### src/rtl/touch_qual_pkg.sv
// Package: shared constants and mode encodings for the touch qualifier.
// Assumes the on-duration select is a 2-bit field driven by static mode pins.
package touch_qual_pkg;
    // On-duration select codes
    localparam logic [1:0] ONSEL_SHORT = 2'd0;
    localparam logic [1:0] ONSEL_LONG  = 2'd1;
    localparam logic [1:0] ONSEL_OFF   = 2'd2;

    // Integrator run lengths
    localparam int ATTACK_RUN  = 6;
    localparam int FAST_RUN    = 2;
    localparam int RELEASE_RUN = 6;

    // Delta levels in counts
    localparam int TOUCH_LEVEL = 10;
    localparam int HYST_BAND   = 2;
    localparam int NEG_LEVEL   = 6;
endpackage

### src/rtl/touch_cal_ctl.sv
// Startup calibration gate: raises done once CAL_MS ticks have elapsed
// and at least one burst has been seen. Assumes ms_tick is a single-cycle pulse.
module touch_cal_ctl #(
    parameter int CAL_MS = 450
) (
    input  logic clk,
    input  logic rst_n,
    input  logic burst,
    input  logic tick,
    output logic done
);
    localparam int CTW = $clog2(CAL_MS + 1);

    logic [CTW-1:0] tmr_q;
    logic           seen_q;
    logic           tdone;

    assign tdone = (tmr_q == CTW'(CAL_MS));
    assign done  = tdone & seen_q;

    // Count startup ticks and note the first burst
    always_ff @(posedge clk) begin
        if (!rst_n) begin
            tmr_q  <= '0;
            seen_q <= 1'b0;
        end else begin
            if (tick && !tdone) tmr_q <= tmr_q + 1'b1;
            if (burst)          seen_q <= 1'b1;
        end
    end
endmodule

### src/rtl/touch_key_chan.sv
// One key channel: reference tracking, hysteretic detect, attack/release
// integrator, asymmetric drift, negative-excursion recalibration and
// on-duration timeout. Assumes ON_LONG_MS is the largest timed limit
// (TW is sized from it) and that ticks are spaced by at least one cycle.
// A tick that lands on a burst cycle is held and serviced on the next free cycle.
module touch_key_chan #(
    parameter int CW        = 8,
    parameter int TW        = 16,
    parameter int THR       = 10,
    parameter int HYS       = 2,
    parameter int NEG_TH    = 6,
    parameter int ATT_N     = 6,
    parameter int FAST_N    = 2,
    parameter int REL_N     = 6,
    parameter int UP_MS     = 2000,
    parameter int DN_MS     = 500,
    parameter int NEG_MS    = 2000,
    parameter int ON_SHORT  = 10000,
    parameter int ON_LONG   = 60000
) (
    input  logic                 clk,
    input  logic                 rst_n,
    input  logic                 cal_active,
    input  logic                 burst,
    input  logic [CW-1:0]        cnt_in,
    input  logic                 tick,
    input  logic                 fast,
    input  logic [1:0]           on_sel,
    input  logic                 unused,
    output logic                 touched,
    output logic signed [CW:0]   delta
);
    localparam int DW = CW + 1;
    localparam int IN_MAX = (ATT_N > REL_N) ? ATT_N : REL_N;
    localparam int IW = $clog2(IN_MAX + 1);
    localparam logic signed [DW-1:0] LVL_ON  = DW'(THR);
    localparam logic signed [DW-1:0] LVL_OFF = DW'(THR - HYS);
    localparam logic signed [DW-1:0] LVL_NEG = DW'(-NEG_TH);

    logic [CW-1:0]          base_q, cur_q;
    logic                   touched_q, pend_q;
    logic [IW-1:0]          integ_q, need;
    logic [TW-1:0]          up_q, dn_q, neg_q, on_q, on_lim;
    logic signed [DW-1:0]   d_now, d_in;
    logic                   det, flip, on_en, neg_zone, tick_go;

    // Delta arithmetic and qualification decisions
    always_comb begin
        d_now    = $signed({1'b0, base_q}) - $signed({1'b0, cur_q});
        d_in     = $signed({1'b0, base_q}) - $signed({1'b0, cnt_in});
        det      = touched_q ? (d_in >= LVL_OFF) : (d_in >= LVL_ON);
        flip     = touched_q ? !det : det;
        need     = touched_q ? IW'(REL_N) : (fast ? IW'(FAST_N) : IW'(ATT_N));
        on_en    = !on_sel[1];
        on_lim   = on_sel[0] ? TW'(ON_LONG - 1) : TW'(ON_SHORT - 1);
        neg_zone = (d_now <= LVL_NEG);
        tick_go  = (tick | pend_q) & !burst;
    end

    // Per-key state: calibration, integrator, timers and reference
    always_ff @(posedge clk) begin
        if (!rst_n) begin
            base_q    <= '0;
            cur_q     <= '0;
            touched_q <= 1'b0;
            pend_q    <= 1'b0;
            integ_q   <= '0;
            up_q      <= '0;
            dn_q      <= '0;
            neg_q     <= '0;
            on_q      <= '0;
        end else if (unused || cal_active) begin
            touched_q <= 1'b0;
            pend_q    <= 1'b0;
            integ_q   <= '0;
            up_q      <= '0;
            dn_q      <= '0;
            neg_q     <= '0;
            on_q      <= '0;
            if (burst) begin
                base_q <= cnt_in;
                cur_q  <= cnt_in;
            end
        end else begin
            pend_q <= burst ? (pend_q | tick) : 1'b0;
            if (burst) begin
                cur_q <= cnt_in;
                if (flip) begin
                    if (integ_q == need - 1'b1) begin
                        touched_q <= !touched_q;
                        integ_q   <= '0;
                        on_q      <= '0;
                    end else begin
                        integ_q <= integ_q + 1'b1;
                    end
                end else begin
                    integ_q <= '0;
                end
            end else if (tick_go) begin
                if (touched_q) begin
                    up_q  <= '0;
                    dn_q  <= '0;
                    neg_q <= '0;
                    if (!on_en) begin
                        on_q <= '0;
                    end else if (on_q == on_lim) begin
                        base_q    <= cur_q;
                        touched_q <= 1'b0;
                        integ_q   <= '0;
                        on_q      <= '0;
                    end else begin
                        on_q <= on_q + 1'b1;
                    end
                end else if (integ_q != '0) begin
                    up_q  <= '0;
                    dn_q  <= '0;
                    neg_q <= '0;
                end else if (neg_zone) begin
                    up_q <= '0;
                    dn_q <= '0;
                    if (neg_q == TW'(NEG_MS - 1)) begin
                        base_q <= cur_q;
                        neg_q  <= '0;
                    end else begin
                        neg_q <= neg_q + 1'b1;
                    end
                end else begin
                    neg_q <= '0;
                    if (d_now > 0) begin
                        dn_q <= '0;
                        if (up_q == TW'(UP_MS - 1)) begin
                            base_q <= base_q - 1'b1;
                            up_q   <= '0;
                        end else begin
                            up_q <= up_q + 1'b1;
                        end
                    end else if (d_now < 0) begin
                        up_q <= '0;
                        if (dn_q == TW'(DN_MS - 1)) begin
                            base_q <= base_q + 1'b1;
                            dn_q   <= '0;
                        end else begin
                            dn_q <= dn_q + 1'b1;
                        end
                    end else begin
                        up_q <= '0;
                        dn_q <= '0;
                    end
                end
            end
        end
    end

    assign touched = touched_q;
    assign delta   = unused ? '0 : d_now;
endmodule

### src/rtl/touch_qual.sv
// Top: calibration gate plus one qualification channel per key.
// Assumes counts are sampled only on burst_valid and that modes are quasi-static.
module touch_qual
    import touch_qual_pkg::*;
#(
    parameter int NKEYS        = 2,
    parameter int CW           = 8,
    parameter int CAL_MS       = 450,
    parameter int DRIFT_UP_MS  = 2000,
    parameter int DRIFT_DN_MS  = 500,
    parameter int NEG_RECAL_MS = 2000,
    parameter int ON_SHORT_MS  = 10000,
    parameter int ON_LONG_MS   = 60000
) (
    input  logic                    clk,
    input  logic                    rst_n,
    input  logic                    burst_valid,
    input  logic [NKEYS*CW-1:0]     burst_counts,
    input  logic                    ms_tick,
    input  logic                    fast_mode,
    input  logic [1:0]              on_sel,
    input  logic [NKEYS-1:0]        key_unused,
    output logic [NKEYS-1:0]        touch,
    output logic [NKEYS*(CW+1)-1:0] key_delta,
    output logic                    cal_done
);
    localparam int DW = CW + 1;
    localparam int TW = $clog2(ON_LONG_MS + 1);

    touch_cal_ctl #(.CAL_MS(CAL_MS)) u_cal (
        .clk   (clk),
        .rst_n (rst_n),
        .burst (burst_valid),
        .tick  (ms_tick),
        .done  (cal_done)
    );

    for (genvar k = 0; k < NKEYS; k++) begin : g_key
        touch_key_chan #(
            .CW(CW), .TW(TW), .THR(TOUCH_LEVEL), .HYS(HYST_BAND), .NEG_TH(NEG_LEVEL),
            .ATT_N(ATTACK_RUN), .FAST_N(FAST_RUN), .REL_N(RELEASE_RUN),
            .UP_MS(DRIFT_UP_MS), .DN_MS(DRIFT_DN_MS), .NEG_MS(NEG_RECAL_MS),
            .ON_SHORT(ON_SHORT_MS), .ON_LONG(ON_LONG_MS)
        ) u_chan (
            .clk        (clk),
            .rst_n      (rst_n),
            .cal_active (!cal_done),
            .burst      (burst_valid),
            .cnt_in     (burst_counts[k*CW +: CW]),
            .tick       (ms_tick),
            .fast       (fast_mode),
            .on_sel     (on_sel),
            .unused     (key_unused[k]),
            .touched    (touch[k]),
            .delta      (key_delta[k*DW +: DW])
        );
    end
endmodule

### config.mk
export PLATFORM = sky130hd
export DESIGN_NAME = touch_qual
export DESIGN_NICKNAME = d
export VERILOG_FILES = /design/src/rtl/touch_qual_pkg.sv /design/src/rtl/touch_cal_ctl.sv /design/src/rtl/touch_key_chan.sv /design/src/rtl/touch_qual.sv
export SDC_FILE = /design/constraint.sdc
export NUM_CORES = 1
export LEC_CHECK = 0
export ABC_AREA = 1
export BUFFER_PORTS_ARGS = -buffer_cell sky130_fd_sc_hd__buf_2
export CAP_MARGIN = 30
export CELL_PAD_IN_SITES_DETAIL_PLACEMENT = 1
export CELL_PAD_IN_SITES_GLOBAL_PLACEMENT = 1
export CORE_MARGIN = 2
export CORE_UTILIZATION = 40
export CTS_CLUSTER_DIAMETER = 50
export DETAILED_ROUTE_END_ITERATION = 16
export GPL_TIMING_DRIVEN = 0
export PLACE_DENSITY_LB_ADDON = 0.1
export REMOVE_ABC_BUFFERS = 1
export SLEW_MARGIN = 20
export SYNTH_ARGS = -nofsm -noshare
export SYNTH_HDL_FRONTEND = slang
export SYNTH_SLANG_ARGS = --single-unit
### constraint.sdc
create_clock -name clk -period 4 [get_ports clk]
set_clock_uncertainty 0.2 [all_clocks]
set_input_delay 0.2 -clock clk [delete_from_list [all_inputs] [get_ports clk]]
set_output_delay 0.2 -clock clk [all_outputs]
set_load 0.1 [all_outputs]
# Word-level counts from Yosys, hierarchy flattened
# Cells that the tools add are included.
# word_totals
register_bits	180
output_inout_bits	21
# op_classes
add_sub_neg	21
n_lt_le_gt_ge	10
eq_ne	30
muxes	110
n_bitwise	7
reduce_logical	36
# ops
cell	n
16-bit 2-to-1 mux	45
8-bit 2-to-1 mux	28
16-bit by 1-bit adder with 16-bit output, second input constant	8
16-bit by 11-bit equality test with 1-bit output, second input constant	4
3-bit 2-to-1 mux	17
9-bit by 5-bit greater-or-equal comparator with 1-bit output, second input constant	4
8-bit by 8-bit subtractor with 9-bit output	4
16-bit equality test	2
16-bit by 9-bit equality test with 1-bit output, second input constant	2
10-bit AND reduction	2
5-bit nonzero test	4
9-bit by 1-bit > comparator with 1-bit output, second input constant	2
9-bit by 4-bit <= comparator with 1-bit output, second input constant	2
9-bit by 1-bit < comparator with 1-bit output, second input constant	2
1-bit 2-to-1 mux	18
9-bit 2-to-1 mux	2
8-bit by 1-bit adder with 8-bit output, second input constant	2
4-bit AND reduction	4
8-bit by 1-bit subtractor with 8-bit output, second input constant	2
2-bit by 1-bit != test with 1-bit output, second input constant	6
3-bit != test, second input constant	4
2-bit nonzero test	6
5-bit by 3-bit != test with 1-bit output, second input constant	2
9-bit by 1-bit adder with 9-bit output, second input constant	1
18 further kinds	41

# Longest topological paths before layout
# logic_depth
word_depth	10
ltp_mapped	28
mapped_depth_nobuf	28

# Cells and area by module
# A second synthesis with hierarchy kept.
# hier_totals
hier_cells	2020
area_unflattened_um2	12898.6
# modules_own_cells
mod	n_inst	cells_each	area_each_um2	seq_area_each_um2
touch_key_chan (g_key[0].u_chan)	1	979	6212.2	1701.6
touch_key_chan (g_key[1].u_chan)	1	968	6180.9	1701.6
touch_cal_ctl	1	72	501.7	200.2
touch_qual	1	1	3.8	0.0

# Worst setup path before layout
# OpenSTA, ideal clock, no wires.
# synth_path
kind	register -> register
from	register g_key[1].u_chan.base_q[0]
to	register g_key[1].u_chan.base_q[6]
setup_ns	0.113
arrival_ns	3.323
slack_ns	0.364
path_stages_with_launch	24
n_path_buf	0
path_cell_list	dfxtp_1 -> inv_1 -> ha_1 -> inv_1 -> fa_1 -> xnor2_1 -> and3_1 -> nand3_1 -> nor2_1 -> nand2_2 -> nand2_1 -> inv_1 -> ha_1 -> a21oi_1 -> o21ai_0 -> a21oi_1 -> nor2_1 -> nor2_1 -> xor2_1 -> nand2_1 -> nand3_1 -> nand2_1 -> nor2_1 -> nor2_1
# synth_between
elab_chain_cells	10
elab_cells_between_ends	21
# synth_lines
item	line	source
from (decl)	touch_key_chan.sv:40	logic [CW-1:0] base_q, cur_q;
from (signal assigned)	touch_key_chan.sv:81	base_q <= cnt_in;
from (signal assigned)	touch_key_chan.sv:107	base_q <= cur_q;
from (signal assigned)	touch_key_chan.sv:122	base_q <= cur_q;
branches (longest 10 deep; another with 8-bit by 8-bit subtractor with 9-bit output)	-	
# Several ways; the timed one is not identified. The select of a mux whose other input is x is not followed.
# A chain may end at the register's enable or synchronous reset.

# Final worst setup path
# Same ends and word-level chain as after synthesis.

==> results.json <==
{
  "switching_share_pct": 37.2,
  "fmax_mhz": 268,
  "hold_viol_final": 0,
  "worst_slew_pin_slew_ns": 0.911,
  "grt_max_degree": 42,
  "nNetsFinal": 2005,
  "status": "finished, final reports clean",
  "grt_use_met2_pct": 41.7,
  "grt_pass1_wl_um": 58300,
  "setup_ws_ns": 0.269,
  "grt_use_met3_pct": 3.09,
  "dp_cells": 2257,
  "postSynthAreaPerCell_um2": 6.54,
  "relSlewSlack_pct": 39.3,
  "power.switching_mw": 2.11,
  "clock_latency_ns": 0.45,
  "cp_data_required_time_ns": 4.15,
  "cts_inserted_buffers": 17,
  "period_needed_ns": 3.73,
  "hold_path_class": "input port to register",
  "cp_max_fo": 7,
  "dieArea_um2": 31900,
  "grt_pass1_vias": 12100,
  "fin_util_pct": 46.1,
  "ios": 46,
  "ys_top_cells_by_area": "dfxtp_1 (30%), nand2_1 (13%), nor2_1 (8.3%)",
  "initial_core_util_pct": 40.9,
  "layout_common_cells": "nand2_1 (411), nor2_1 (268), inv_1 (257), dfxtp_1 (178), nand3_1 (132)",
  "viasPerCell": 5.12,
  "seq_power_share_pct": 33.0,
  "track_usage_pct": 22.4,
  "synth-seq-area-share_pct": 29.5,
  "yosys_register_bits": 180,
  "crit_arrival_ns": 3.88,
  "ir_drop_v": 0.000341,
  "grt_util_met1_pct": 27.1,
  "power_mw": 5.68,
  "synthFlopType": "dfxtp_1",
  "drive_above_1_share_pct": 9.36,
  "drc": 0,
  "powerDensity_nw_per_um2": 414,
  "power.internal_mw": 3.57,
  "final_common_cell": "nand2_1",
  "wl_per_cell_um": 14.9,
  "hpwl_um": 25700,
  "holdWs_ns": 0.0493,
  "num-fill-cells": 3991,
  "antenna_cells": 0,
  "rows": 63,
  "htreeDepth": 4,
  "crit_path_start_kind": "register",
  "cts_tree": "built",
  "root_buffer": "clkbuf_16",
  "core_area_um2": 29800,
  "wl_um": 34500,
  "yosysTopAreaCellShare_pct": 29.5,
  "finalWeightedCongestion": 0.796,
  "clockPowerShare_pct": 33.7,
  "async_flop_share_pct": 0,
  "slew_viol_final": 0,
  "busiest_layer": "met2",
  "synth_area_um2": 12200,
  "crit_type": "register to register",
  "synth-edff-count": 0,
  "instances_no_fill": 2313,
  "port-buffer-count": 45,
  "overflow": 0,
  "yosys_warnings": 0,
  "yosysTopAreaCell": "dfxtp_1",
  "endpoint_kind": "register",
  "antenna_left": 0,
  "clockBufferDepth": 2,
  "synth.distinct_cells": 55,
  "min_period_over_period_pct": 93.3,
  "setup_viol": 0,
  "netlist_instances": 1864,
  "route.vias.total": 11800,
  "place_ws_ns": -0.426,
  "p_comb_share_pct": 33.3,
  "cts.clk_slew.worst_paths_ns": 0.07,
  "area_growth_pct": 12.6,
  "p_leak_nw": 5.74,
  "drt_first_iter_violations": 409,
  "antenna_found_initial": 0,
  "chipHeight_um": 179,
  "drv_cap": 0,
  "clkSinkCount": 180,
  "drt_pass1_iterations": 5,
  "fp.dieW_um": 179
}
==> worst max-delay path, cell delays in order, from the launching register on <==
cell	delay, ns
dfxtp_2	0.34
inv_2	0.08
ha_1	0.15
inv_1	0.09
fa_2	0.42
nand3_2	0.12
nand2_2	0.09
nand2_1	0.09
nand3b_1	0.08
nand2_1	0.14
nand2_1	0.06
inv_1	0.08
nand2_2	0.09
nand2_4	0.13
inv_4	0.09
ha_4	0.27
a21oi_1	0.14
o21ai_1	0.13
a21oi_1	0.17
nor2_1	0.06
nor2_1	0.11
xor2_1	0.15
nand2_1	0.07
nand3_1	0.08
nand2_1	0.06
nor2_1	0.08
nor2_1	0.05
==> cell usage after synthesis, drive strengths merged (2+ instances only) <==
library cell	instances
a211oi	2
a21boi	3
a21oi	113
a22oi	3
and3	6
buf	21
clkbuf	24
dfxtp	180
fa	6
ha	62
inv	270
nand2	434
nand3	144
nand3b	8
nand4	63
nor2	275
nor3	47
nor3b	10
nor4	19
o211ai	8
o21a	5
o21ai	57
o21bai	3
or2	7
xnor2	27
xor2	59
==> per-stage QoR <==
stage / area (µm²) / TNS [ns]
4_1_cts: 13600 / 0
2_1_floorplan: 11900 / 0
5_1_grt: 13700 / -0.0604
3_5_place_dp: 12700 / -2.14
3_3_place_gp: 12700 / -2.16
6_report: 13700 / 0
==> area by class of cell <==
cell class              count  area [µm²]  share of cell area (%)
well taps                 390         488                    3.55
clock inverters            11         209                    1.52
repair buffers             74         510                    3.72
flip-flops and latches    180        3610                    26.3
inverters                 271        1020                    7.44
clock buffers              19         433                    3.15
multi-input cells        1368        7460                    54.3
==> timing repair <==
item,in CTS,in global routing
setup buffers,0,9
pin swaps,0,10
hold buffers,16,0
gates resized for setup,12,24
endpoints found under the hold margin,29,0
setup endpoints to repair,8,9
==> cells by family after synthesis <==
group           after synthesis  synth area share, %
compound gates              199                 9.09
buf+inv                     316                 10.4
xor+xnor                     86                 6.18
fa+ha+maj                    68                 7.35
flops                       180                 29.5
simple gates               1015                 37.5
==> routing by layer <==
layer / routed length [µm] / vias up
li1: - / 6091
met5: 0 / -
met2: 17400 / 92
met3: 747 / 21
met1: 16000 / 5630
met4: 370 / 0
==> sequential cells by signal, indices dropped and copies added (netlist names) <==
register and flops:
g_key.u_chan.on_q 32, g_key.u_chan.neg_q 32, g_key.u_chan.integ_q 6, g_key.u_chan.base_q 16
g_key.u_chan.pend_q 2, g_key.u_chan.dn_q 32, g_key.u_chan.cur_q 16, u_cal.seen_q 1
u_cal.tmr_q 9, g_key.u_chan.up_q 32, g_key.u_chan.touched 2
==> power by group through the flow <==
stage	combinational (mW)	sequential [mW]	clock, mW
final	1.89	1.87	1.91
after global routing	2.10	1.88	2.03
after CTS	1.81	1.87	1.97
after detailed placement	1.75	1.91	0
after global placement	1.69	1.91	0
after floorplan	1.36	1.89	0
==> final timing paths <==
path / start / end / slack, ns / cells past startpoint
setup / recovery: g_key[1].u_chan.base_q[0] / g_key[1].u_chan.base_q[6] / 0.27 / 26
setup reg to reg: g_key[1].u_chan.base_q[0] / g_key[1].u_chan.base_q[6] / 0.27 / 26
hold reg to reg: g_key[0].u_chan.on_q[15] / g_key[0].u_chan.on_q[15] / 0.28 / 2
hold / removal: burst_counts[9] / g_key[1].u_chan.cur_q[1] / 0.05 / 3
(Power assumes the default switching activity.)
